`config.mk`:
```
export PLATFORM = sky130hd
export DESIGN_NAME = refsel_ctrl
export DESIGN_NICKNAME = d
export VERILOG_FILES = /design/src/rtl/refsel_ctrl.sv
export SDC_FILE = /design/constraint.sdc
export NUM_CORES = 1
export LEC_CHECK = 0
export BUFFER_PORTS_ARGS = -buffer_cell sky130_fd_sc_hd__buf_2
export CAP_MARGIN = 20
export CORE_MARGIN = 4
export CORE_UTILIZATION = 60
export CTS_CLUSTER_DIAMETER = 80
export DETAILED_ROUTE_END_ITERATION = 12
export GPL_TIMING_DRIVEN = 0
export PLACE_DENSITY = 0.85
export RECOVER_POWER = 100
export SLEW_MARGIN = 20
export SYNTH_ARGS = -nofsm -noshare
export SYNTH_HDL_FRONTEND = slang
export SYNTH_SLANG_ARGS = --single-unit
```
`constraint.sdc`:
```
create_clock -name clk -period 16.3 [get_ports clk]
set_input_delay 2.445 -clock clk [delete_from_list [all_inputs] [get_ports clk]]
set_output_delay 2.445 -clock clk [all_outputs]
set_load 0.1 [all_outputs]
```
`src/rtl/refsel_ctrl.sv`:
```
module refsel_ctrl #(
  parameter int NREF     = 8,
  parameter int PRIO_W   = 4,
  parameter int QCNT_W   = 8,
  parameter int DEF_HOLD = 4,
  localparam int SW = $clog2(NREF),
  localparam int DW = NREF * PRIO_W
) (
  input  logic          clk,
  input  logic          rst_n,
  input  logic [NREF-1:0] ref_qual,
  input  logic          cfg_we,
  input  logic [2:0]    cfg_addr,
  input  logic [DW-1:0] cfg_wdata,
  output logic [SW-1:0] sel_ref,
  output logic [1:0]    op_mode,
  output logic          irq_n,
  output logic [2:0]    irq_cause
);

  localparam logic [1:0] M_FREE = 2'd0;
  localparam logic [1:0] M_HOLD = 2'd1;
  localparam logic [1:0] M_LOCK = 2'd2;
  localparam logic [QCNT_W:0] RUN_MAX = {1'b0, {QCNT_W{1'b1}}};

  logic              auto_q, rev_q;
  logic [1:0]        man_mode_q;
  logic [SW-1:0]     man_ref_q;
  logic [NREF-1:0]   mask_q;
  logic [PRIO_W-1:0] prio_q [NREF];
  logic [QCNT_W-1:0] hold_q;

  logic [1:0]        mode_q, mode_d;
  logic [SW-1:0]     cur_q, cur_d, cand_q, best, tgt;
  logic [QCNT_W-1:0] run_q;
  logic [QCNT_W:0]   run_now;
  logic [NREF-1:0]   qual_q, elig;
  logic [PRIO_W-1:0] best_p;
  logic              any_elig, man_ok, tgt_ok;
  logic [2:0]        cause_q, ev, ack_bits;

  always_ff @(posedge clk or negedge rst_n) begin
    if (!rst_n) begin
      auto_q     <= 1'b1;
      rev_q      <= 1'b1;
      man_mode_q <= M_FREE;
      man_ref_q  <= '0;
      mask_q     <= '0;
      hold_q     <= QCNT_W'(DEF_HOLD);
      for (int i = 0; i < NREF; i++) prio_q[i] <= '0;
    end else if (cfg_we) begin
      case (cfg_addr)
        3'd0: begin
          auto_q     <= cfg_wdata[0];
          rev_q      <= cfg_wdata[1];
          man_mode_q <= cfg_wdata[3:2];
          man_ref_q  <= cfg_wdata[4 +: SW];
        end
        3'd1: mask_q <= cfg_wdata[NREF-1:0];
        3'd2: for (int i = 0; i < NREF; i++) prio_q[i] <= cfg_wdata[i*PRIO_W +: PRIO_W];
        3'd3: hold_q <= cfg_wdata[QCNT_W-1:0];
        default: ;
      endcase
    end
  end

  for (genvar g = 0; g < NREF; g++) begin : g_elig
    assign elig[g] = ref_qual[g] & ~mask_q[g] & (prio_q[g] != '0);
  end

  always_comb begin
    best   = '0;
    best_p = '0;
    for (int i = 0; i < NREF; i++) begin
      if (elig[i] && prio_q[i] > best_p) begin
        best   = SW'(i);
        best_p = prio_q[i];
      end
    end
  end

  assign any_elig = best_p != '0;
  assign man_ok   = ref_qual[man_ref_q] & ~mask_q[man_ref_q];
  assign tgt      = auto_q ? best : man_ref_q;
  assign tgt_ok   = auto_q ? any_elig : (man_mode_q == M_LOCK) && man_ok;
  assign run_now  = (tgt == cand_q && run_q != '0) ? {1'b0, run_q} + 1'b1 : (QCNT_W+1)'(1);

  always_comb begin
    mode_d = mode_q;
    cur_d  = cur_q;
    if (!auto_q && man_mode_q != M_LOCK) begin
      mode_d = (man_mode_q == M_FREE) ? M_FREE : M_HOLD;
    end else if (mode_q == M_LOCK) begin
      if (!auto_q) begin
        if (!man_ok) mode_d = M_HOLD;
        else         cur_d  = man_ref_q;
      end else if (!elig[cur_q]) begin
        if (any_elig) cur_d  = best;
        else          mode_d = M_HOLD;
      end else if (rev_q && best_p > prio_q[cur_q]) begin
        cur_d = best;
      end
    end else if (tgt_ok && run_now >= {1'b0, hold_q}) begin
      mode_d = M_LOCK;
      cur_d  = tgt;
    end
  end

  assign ev       = {qual_q != ref_qual, cur_d != cur_q, mode_d != mode_q};
  assign ack_bits = (cfg_we && cfg_addr == 3'd4) ? cfg_wdata[2:0] : 3'b000;

  always_ff @(posedge clk or negedge rst_n) begin
    if (!rst_n) begin
      mode_q  <= M_FREE;
      cur_q   <= '0;
      cand_q  <= '0;
      run_q   <= '0;
      qual_q  <= '0;
      cause_q <= '0;
    end else begin
      mode_q  <= mode_d;
      cur_q   <= cur_d;
      qual_q  <= ref_qual;
      cause_q <= (cause_q & ~ack_bits) | ev;
      if (mode_d == M_LOCK || !tgt_ok) begin
        run_q <= '0;
      end else begin
        cand_q <= tgt;
        run_q  <= (run_now > RUN_MAX) ? RUN_MAX[QCNT_W-1:0] : run_now[QCNT_W-1:0];
      end
    end
  end

  assign sel_ref   = cur_q;
  assign op_mode   = mode_q;
  assign irq_cause = cause_q;
  assign irq_n     = ~|cause_q;

endmodule

```
==> run metrics <==
via-per-instance ratio 6.98; Slew Viols, Final 0; Slew @ Worst Pin 1.20 ns; CTS tree yes; residual DRC count 0; instance count on the critical path 81; maxcap violations 0; total CTS buffers 9; GRT Util Overall 31.9%; clock tree buffer depth 2; worst-skew pair later-pin latency 0.38 ns; placed cell area 6550 µm²; initial core utilization 61.8%; antenna viol nets, final 0; failing checks negative setup slack; largest net degree at the start of global routing 61; P&R area growth vs syn 27.4%; Synth Register Bits 82; initial antenna violation count 0; Reg2Reg Depth 80; # diodes 0; Clock Pin Slew Worst Setup and Hold Paths 0.09 ns; CP top delay family compound AO/OA/AOI/OAI gates; crit-path max FO 7; Die ar. 11800 µm²; critical path's largest stage delay 0.51 ns; RSZ-0062 raised after global routing true; leak pwr 3.26 nW; Die Y 109 µm; Slowest cell on crit path or4_1; cell mode on critical path a21oi_2; Vias 6260; CP required 16.55 ns; Setup Skew 0.0127 ns; Cell Area, Synth 6070 µm²; I/O Buffers 52; Synth Warn # 0; number of global-route vias before repair 5691; Post-synth EDFFs 0; WP buf/inv 15; Seq/Total Area, Yosys 33.9%; HPWL Detailed 12800 µm; DR WL/cell 24.6 µm; final setup fails 18; Synthesized Nets 725; PD cells 183 nW/µm²; worst hold path type reg -> reg; synth unique cells 74; layout cells sized above 1 36.4%; synthesized area per cell 9.45 µm²; f_max 58.5 MHz; WHS Path Cells 1; Worst setup SP type input pin; min Tclk post-route 17.10 ns; GRT overflow 0; post-route cell area 7730 µm²; DR pass1 iterations 8; Placer Congestion 0.999; final core occ 78.7%; final hold vios 0; Main synth FF type dfrtp_1; fin nets 842; first-pass GRT wire length 29200 µm; Placement Setup Slack -2.29 ns; num ports 55; fin worst setup slack -0.801 ns; FILL cells 582; WS Path Type in -> reg; num rows 36; root buffer cell clkbuf_8; run status complete, but fails checks; async set-reset flop share out of synthesis 100%; clk sinks 82; CTS H-Tree Depth 3; Gate Count Post-Synth 642; CP endpoint kind flip-flop; drt total wl 22100 µm; Iteration-0 DRC Markers 777; fin crit share 105%; relative slew slack 19.1%; Core Area 9820 µm²; crit path DAT 17.35 ns; peak supply drop 125 µV; Die Wd 109 µm
==> cell type report <==
| type | count | area [µm²] | share of cell area, % |
|---|---|---|---|
| Multi-Input combinational cell | 496 | 4280 | 55.4 |
| Sequential cell | 82 | 2060 | 26.6 |
| Timing Repair Buffer | 108 | 742 | 9.60 |
| Tap cell | 133 | 166 | 2.15 |
| Inverter | 39 | 146 | 1.89 |
| Clock buffer | 11 | 131 | 1.70 |
| Buffer | 23 | 121 | 1.57 |
| Clock inverter | 5 | 81.3 | 1.05 |
==> final timing paths <==
| kind | from | end | slack (ns) |
|---|---|---|---|
| max reg2reg | mask_q[0] | irq_cause[1] | 0.92 |
| min reg2reg | mask_q[1] | mask_q[1] | 0.52 |
| max | ref_qual[0] | irq_cause[1] | -0.80 |
| max in group asynchronous | rst_n | auto_q | 13.69 |
| min in group asynchronous | rst_n | sel_ref[0] | 1.97 |
| min | mask_q[1] | mask_q[1] | 0.52 |
==> layout by cell type, fill, tap and decap left out, types with 7 or more instances in the layout <==
cell	instances
a211oi_1	7
ha_1	24
a21oi_1	25
o21ai_1	7
mux4_2	10
buf_2	51
a21o_1	9
o211ai_1	11
o21ai_0	24
nor2b_1	11
buf_4	52
clkbuf_8	9
o41ai_1	7
nand2_1	53
inv_1	35
ha_4	12
xnor2_1	10
dfrtp_1	79
nor2_1	48
mux2_2	48
a21oi_2	11
nand3_1	14
clkbuf_1	18
nor3_1	8
xor2_1	7
==> cell families after synthesis <==
family | count (synthesis) | synth area share [%]
buffers and inverters | 64 | 4.27
flip-flops | 82 | 33.9
XOR/XNOR | 17 | 2.45
adder cells (fa/ha/maj) | 39 | 7.96
multiplexers | 72 | 15.1
AO/OA/AOI/OAI | 175 | 20.7
AND/OR/NAND/NOR | 193 | 15.7
==> flip-flops by register name, indices dropped and copies added (netlist names), 2 cells and up <==
register	flops
prio_q	32
man_ref_q	3
op_mode	2
qual_q	8
hold_q	8
mask_q	8
sel_ref	3
cand_q	3
irq_cause	3
run_q	8
man_mode_q	2
==> metal layers <==
metal  up-vias  share of wire [%]  track usage (%)
li1       2622                  -                -
met1      2992                 36             41.8
met2       491                 48             52.1
met3       155                9.8             5.55
met4         0                6.1             13.5
met5         -                  0                0
==> synthesized netlist by cell type, types with 7 or more instances <==
| library cell | number | area, µm² |
|---|---|---|
| o21ai_0 | 34 | 170 |
| nor2_1 | 52 | 195 |
| clkbuf_1 | 17 | 63.8 |
| xor2_1 | 7 | 61.3 |
| mux2i_1 | 8 | 80.1 |
| nor2b_1 | 14 | 87.6 |
| nand3_1 | 14 | 70.1 |
| dfrtp_1 | 79 | 1980 |
| a21oi_1 | 38 | 190 |
| ha_1 | 37 | 463 |
| mux4_2 | 10 | 225 |
| a211oi_1 | 9 | 67.6 |
| inv_1 | 39 | 146 |
| a21o_1 | 9 | 67.6 |
| xnor2_1 | 10 | 87.6 |
| mux2_2 | 53 | 597 |
| nand2b_1 | 7 | 43.8 |
| nand2_1 | 58 | 218 |
| o211ai_1 | 11 | 82.6 |
| nor3_1 | 8 | 40.0 |
| o41ai_1 | 9 | 78.8 |
==> power breakdown <==
part	internal, W	switching [W]
Sequential	0.000245	0.0000582
Clock	0.0000865	0.0000832
Combinational	0.000415	0.000527
Total	0.000747	0.000668
==> repair_timing <==
item | CTS | global route
gates resized for setup | 40 | 76
endpoints found under the setup margin | 18 | 18
hold buffers | 0 | 0
buffers inserted | 21 | 33
cloned | 0 | 1
pin swaps | 18 | 57
==> per-stage QoR <==
stage               total power, W  setup TNS [ns]  hold WS, ns  instances
floorplan                 0.000781               0        0.472        642
global placement          0.000907          -28.26        0.481        827
detailed placement        0.000938          -36.62        0.488        828
CTS                        0.00117               0        0.508        864
global route               0.00147          -18.64        0.535        897
finish                     0.00141          -11.71        0.517        897
Power figures use the tool's default switching activity.
